### src/rtl/net_led_pkg.sv
package net_led_pkg;
  localparam int unsigned NUM_EVT = 2;
  localparam int unsigned EVT_ACT = 0;
  localparam int unsigned EVT_COL = 1;

  typedef enum logic {
    MEDIA_AUI = 1'b0,
    MEDIA_TP  = 1'b1
  } media_e;

  // Lamp decode for the link indicator; 1 means pull the pin low.
  function automatic logic link_lit(input logic fn_en, input media_e media,
                                    input logic test_en, input logic good);
    logic lit;
    if (!fn_en)                 lit = 1'b0;
    else if (media == MEDIA_AUI) lit = 1'b0;
    else if (!test_en)          lit = 1'b1;
    else                        lit = good;
    return lit;
  endfunction
endpackage

### src/rtl/led_stretch.sv
module led_stretch #(
  parameter int unsigned STRETCH_CYC = 1000000
) (
  input  logic clk,
  input  logic rst_n,
  input  logic trig,
  output logic drv
);
  localparam int unsigned CW = $clog2(STRETCH_CYC + 1);
  localparam logic [CW-1:0] LOAD = CW'(STRETCH_CYC);

  logic [CW-1:0] cnt_q;
  logic [CW-1:0] cnt_d;
  logic          cnt_en;

  always_comb begin
    cnt_en = trig | (cnt_q != '0);
    if (trig) cnt_d = LOAD;
    else      cnt_d = cnt_q - CW'(1);
  end

  always_ff @(posedge clk or negedge rst_n) begin
    if (!rst_n)      cnt_q <= '0;
    else if (cnt_en) cnt_q <= cnt_d;
  end

  assign drv = (cnt_q != '0);

  // a sampled trigger lights the lamp on the next edge
  p_trig_lights_r2: assert property (@(posedge clk) disable iff (!rst_n)
    trig |=> drv);
  // every trigger reloads the full length
  p_reload_full_r3: assert property (@(posedge clk) disable iff (!rst_n)
    trig |=> (cnt_q == LOAD));
  // without triggers a running stretch counts down by one
  p_countdown_r2: assert property (@(posedge clk) disable iff (!rst_n)
    (!trig && drv) |=> (cnt_q == $past(cnt_q) - CW'(1)));
  // a dark lamp stays dark without a trigger
  p_idle_dark_r2: assert property (@(posedge clk) disable iff (!rst_n)
    (!trig && !drv) |=> !drv);
endmodule

### src/rtl/link_led_dec.sv
module link_led_dec
  import net_led_pkg::*;
(
  input  logic clk,
  input  logic rst_n,
  input  logic media_tp,
  input  logic link_ok,
  input  logic link_test_en,
  input  logic link_led_en,
  output logic link_drv
);
  logic lit_d;
  logic lit_q;

  always_comb begin
    lit_d = link_lit(link_led_en, media_e'(media_tp), link_test_en, link_ok);
  end

  always_ff @(posedge clk or negedge rst_n) begin
    if (!rst_n) lit_q <= 1'b0;
    else        lit_q <= lit_d;
  end

  assign link_drv = lit_q;

  p_aui_dark_r5: assert property (@(posedge clk) disable iff (!rst_n)
    !media_tp |=> !link_drv);
  p_tp_follow_r6: assert property (@(posedge clk) disable iff (!rst_n)
    (media_tp && link_test_en && link_led_en) |=> (link_drv == $past(link_ok)));
  p_test_off_lit_r7: assert property (@(posedge clk) disable iff (!rst_n)
    (media_tp && !link_test_en && link_led_en) |=> link_drv);
  p_fn_off_r8: assert property (@(posedge clk) disable iff (!rst_n)
    !link_led_en |=> !link_drv);
endmodule

### src/rtl/net_status_led.sv
module net_status_led
  import net_led_pkg::*;
#(
  parameter int unsigned STRETCH_CYC = 1000000
) (
  input  logic clk,
  input  logic rst_n,
  input  logic tx_evt,
  input  logic rx_evt,
  input  logic col_evt,
  input  logic media_tp,
  input  logic link_ok,
  input  logic link_test_en,
  input  logic link_led_en,
  output logic act_drv,
  output logic col_drv,
  output logic link_drv
);
  logic [NUM_EVT-1:0] evt_trig;
  logic [NUM_EVT-1:0] evt_drv;

  always_comb begin
    evt_trig          = '0;
    evt_trig[EVT_ACT] = tx_evt | rx_evt;
    evt_trig[EVT_COL] = col_evt;
  end

  for (genvar g = 0; g < NUM_EVT; g++) begin : g_evt
    led_stretch #(.STRETCH_CYC(STRETCH_CYC)) u_stretch (
      .clk  (clk),
      .rst_n(rst_n),
      .trig (evt_trig[g]),
      .drv  (evt_drv[g])
    );
  end

  link_led_dec u_link (
    .clk         (clk),
    .rst_n       (rst_n),
    .media_tp    (media_tp),
    .link_ok     (link_ok),
    .link_test_en(link_test_en),
    .link_led_en (link_led_en),
    .link_drv    (link_drv)
  );

  assign act_drv = evt_drv[EVT_ACT];
  assign col_drv = evt_drv[EVT_COL];

  // all lamps released in reset
  always_comb begin
    if (!rst_n) begin
      a_reset_dark_r1: assert (!link_drv);
    end
  end
  // collision strobe alone never lights the traffic lamp
  p_col_isolated_r4: assert property (@(posedge clk) disable iff (!rst_n)
    (col_evt && !tx_evt && !rx_evt && !act_drv) |=> !act_drv);
endmodule

### config.mk
export PLATFORM = sky130hd
export DESIGN_NAME = net_status_led
export DESIGN_NICKNAME = d
export VERILOG_FILES = /design/src/rtl/net_led_pkg.sv /design/src/rtl/led_stretch.sv /design/src/rtl/link_led_dec.sv /design/src/rtl/net_status_led.sv
export SDC_FILE = /design/constraint.sdc
export NUM_CORES = 1
export LEC_CHECK = 0
export BUFFER_PORTS_ARGS = -buffer_cell sky130_fd_sc_hd__buf_4
export CAP_MARGIN = 10
export CORE_MARGIN = 10
export CORE_UTILIZATION = 40
export DETAILED_ROUTE_END_ITERATION = 10
export MAX_ROUTING_LAYER = met4
export PLACE_DENSITY_LB_ADDON = 0.3
export SETUP_SLACK_MARGIN = 0.4
export SYNTH_ARGS = -nofsm -noshare
export SYNTH_HDL_FRONTEND = slang
export SYNTH_SLANG_ARGS = --single-unit
### constraint.sdc
create_clock -name clk -period 3.1 [get_ports clk]
set_input_delay 0.31 -clock clk [delete_from_list [all_inputs] [get_ports clk]]
set_output_delay 0.31 -clock clk [all_outputs]
set_load 0.05 [all_outputs]
======== After elaboration in Yosys (flattened, before gate mapping) ========
Index checks and enable logic that the tools add are counted.
word-level totals
  bits in registers ....................... 41
  output and inout bits ................... 3
operators by class
  add/subtract/negate cells ............... 2
  muxes and demuxes ....................... 5
  bitwise logic cells ..................... 3
  reductions and logical operators ........ 2
operators with widths
  cell                   number
  $mux 20                2
  $reduce_bool 20->1     2
  $sub 20x1->20 const B  2
  $mux 1                 3
  $or 1x1->1             3

======== Depth between registers and ports, before layout ========
  depth in word-level cells ............... 3
  depth in mapped cells ................... 8

======== Modules after synthesis ========
From an unflattened synthesis, not the netlist that was laid out.
second synthesis, totals
  cell total of the unflattened synthesis .. 233
  area total of the unflattened synthesis .. 2439.8 um2
by module, submodules not included
  module          instances  cells each  area each (um2)  sequential area each (um2)
  led_stretch     2          114         1196.1           500.5
  link_led_dec    1          4           41.3             25.0
  net_status_led  1          1           6.3              0.0

======== Worst setup path after synthesis ========
OpenSTA, ideal clock, no wires.
  path type ............................... reg2reg
  start point ............................. register g_evt[0].u_stretch.cnt_q[0]
  end point ............................... register g_evt[0].u_stretch.cnt_q[0]
  library setup time ...................... 0.132 ns
  arrival ................................. 2.091 ns
  required time ........................... 2.968 ns
  slack ................................... 0.877 ns
  cell stages (with the launch flop) ...... 8
  path buffers ............................ 0
  period minus slack after synthesis ...... 2.223 ns
  path through ............................ dfrtp_1 inv_1 ha_1 nor4b_1 and2_1 nand4_1 xnor2_1 nor2_1
between the ends
  longest elaborated chain between the ends .. 2
ends and longest elaborated chain
  item                    RTL line              source
  from (decl)             led_stretch.sv:12     logic [CW-1:0] cnt_q;
  from (signal assigned)  led_stretch.sv:24     else if (cnt_en) cnt_q <= cnt_d;
  $reduce_bool 20->1      --
  via act_drv             net_status_led.sv:15  output logic act_drv,
  $or 1x1->1              led_stretch.sv:17     cnt_en = trig | (cnt_q != '0);
The timed path passes the listed nets, and every way through them passes these cells.
A chain may end at the register's enable or synchronous reset.

======== Worst setup path after layout ========
  start point ............................. register g_evt[0].u_stretch.cnt_q[0]
  end point ............................... output act_drv
between the ends
  longest elaborated chain between the ends .. 1
ends and longest elaborated chain
  item                RTL line              source
  $reduce_bool 20->1  led_stretch.sv:27     assign drv = (cnt_q != '0);
  to (decl)           net_status_led.sv:15
Every way passes these cells.

==> results.toml <==
[run_status]
status = "complete, but fails checks"
violations = "hold timing"

[sta]
max_freq_ghz = 0.417
period_share_pct = 77.3
tightestPinTransition_ns = 0.508
fin_crit_ns = 2.40
rsz0062_at_grt = "no"
fin_skew_ns = 0.00475
slew_headroom_pct = 66.1
finalSetupTns_ns = 0
hold_violations = 27
final-max-slew-violation-count = 0
finalSetupViolations = 0
whs_ns = -0.0223

[critical_path]
r2r_start = "g_evt[0].u_stretch.cnt_q[0]"
endpoint_kind = "primary output"
crit_buf_inv = 2
r2r_end = "g_evt[0].u_stretch.cnt_q[3]"
slowest_delay_ns = 0.41
crit_fanout = 5
crit_required_ns = 2.79
ff2ff_setup_slack_ns = 1.06
worst-r2r-cell-count = 7
cp-start-kind = "flip-flop"
crit_arrival_ns = 2.09
crit_family = "simple AND/OR/NAND/NOR gates"
cp_cell_sequence = "inv_1, ha_1, nor4b_1, and2_1, nand4_1, buf_4"
crit_type = "flip-flop to primary output"
cpMaxStageDelayCell = "dfrtp_1"

[detailed_routing]
drc = 0
wl_per_cell_um = 13.2
first_pass_iters = 4
vias_per_cell = 5.32
drt_iter0_drc = 87
ant_nets = 0
drt_wl_total_um = 4230
vias = 1703

[logic_synthesis]
synth.avg_cell_area_sq_um = 9.78
syn_nets = 247
ys_seq_area_share_pct = 44.8
synth.largest_area_cell = "dfrtp_1"
yosys.cell_count.top_type = "dfrtp_1"
syn_inst = 234
synthArstFlopShare_pct = 100
synthTopCellsByArea = "dfrtp_1 45%, nor2_1 6.1%, xnor2_1 5.4%"
syn_area_sq_um = 2290
synth-edff-count = 0
synthDistinctLibCells = 53
synth_commonest_cells = "41 x dfrtp_1, 37 x nor2_1, 16 x nand2_1, 14 x xnor2_1, 11 x xor2_1"
yosysWarnings = 0
synth_top_area_share_pct = 44.8
synth_ff_type = "dfrtp_1"
ys_ff_latch = 41

[clock_tree]
postCtsHoldBufs = 0
postCtsResizedCells = 0
clkSinkCount = 41
worstSkewPairLatency_ns = 0.29
cts.htree.levels = 2
clk_pin_slew_ns = 0.08
clk_path_buf_depth = 2
cts_buffers = 5
post-cts-setup-buffers = 0
cts_tree = "yes"
cts-root-buf = "clkbuf_8"

[floorplan]
pin_count = 12
num_rows = 27
core_area_sq_um = 5540
dieArea_sq_um = 9150
die_h_um = 95.6
initial_core_util_pct = 41.3
die_w_um = 95.6

[power]
ir_drop_v = 0.000182
leakage_uw = 0.000957
power_density_nw_per_um2 = 462

[grt]
grt_pass1_wl_um = 7740
grt_pass1_vias = 1670
grt_max_degree = 42
antenna_found_initial = 0
grt_usage_pct = 10.8
grt_overflow = 0

[layout]
num_antenna_cells = 0
seq_area_sq_um = 1030
drive_above_1_share_pct = 15.7
multi_input_area_sq_um = 1210
num-nets-final = 260
num-fill-cells = 523
fin_cells = 320
area_delta_synth_final_pct = 11.1

[hold_path]
hold_path.class = "primary input to async pin"

[placement]
numPortBuffers = 11
dp_hpwl_um = 3100
place_congestion = 0.835
post-place-cells = 312

[job]
maxCapViolations = 0
state kept, by name, indices dropped and copies added (netlist names):
signal                 flops
u_link.link_drv            1
g_evt.u_stretch.cnt_q     40
cell usage in the layout, fill, tap and decap left out, drive strengths merged, types with 4 or more instances in the layout:
cell type and n:
a21oi 9, buf 11, clkbuf 7, dfrtp 41
ha 4, inv 8, nand2 17, nand2b 5
nand3 8, nand4 4, nor2 38, nor3 12
nor4 10, nor4b 4, o211ai 4, o21ai 5
or3 4, xnor2 14, xor2 11
layout make-up:
type / instances / share of cell area, %
multi-input combinational: 180 / 47.7
clock buffer: 7 / 3.79
tap: 72 / 3.54
inverter: 8 / 1.18
timing repair buffer: 11 / 3.25
sequential: 41 / 40.4
clock inverter: 1 / 0.197
routing by layer:
layer / wire length, um / global-route usage (%)
met2: 1840 / 15.0
met5: 0 / -
met3: 142 / 2.67
met1: 2150 / 14.3
met4: 100 / 5.41
worst max path at each step:
stage / from / endpoint / slack, ns / cells past startpoint
floorplan: g_evt[0].u_stretch.cnt_q[0] / g_evt[0].u_stretch.cnt_q[0] / 0.88 / 7
detailed placement: g_evt[1].u_stretch.cnt_q[0] / col_drv / 1.02 / 7
finish: g_evt[0].u_stretch.cnt_q[0] / act_drv / 0.70 / 6
global route: g_evt[1].u_stretch.cnt_q[0] / col_drv / 0.52 / 7
global placement: g_evt[0].u_stretch.cnt_q[0] / act_drv / 1.07 / 6
CTS: g_evt[0].u_stretch.cnt_q[0] / act_drv / 0.69 / 6
metrics by stage:
step / setup slack [ns] / util (%) / hold slack, ns / cell area, sq um / total power, uW
detailed placement: 1.02 / 44.1 / 0.322 / 2440 / 806
global route: 0.522 / 45.9 / 0.0304 / 2540 / 1240
CTS: 0.691 / 45.9 / 0.00284 / 2540 / 1190
floorplan: 0.877 / - / 0.0144 / 2290 / 752
finish: 0.704 / 45.9 / -0.0223 / 2540 / 1170
global placement: 1.07 / 44.1 / 0.325 / 2440 / 806
kinds of logic after synthesis:
logic type	Yosys count	synth area share, %
DFF	41	44.8
buffers and inverters	13	2.19
AOI/OAI and AO/OA	32	9.35
adders and majority gates	4	2.19
and+or+nand+nor	117	31.0
muxes	2	0.875
xor gates and xnor gates	25	9.57
power by group:
group / internal [uW] / switching, uW
Combinational: 81.3 / 107
Clock: 201 / 176
Sequential: 564 / 44.1
Total: 847 / 327
Power figures use the tool's default switching activity.
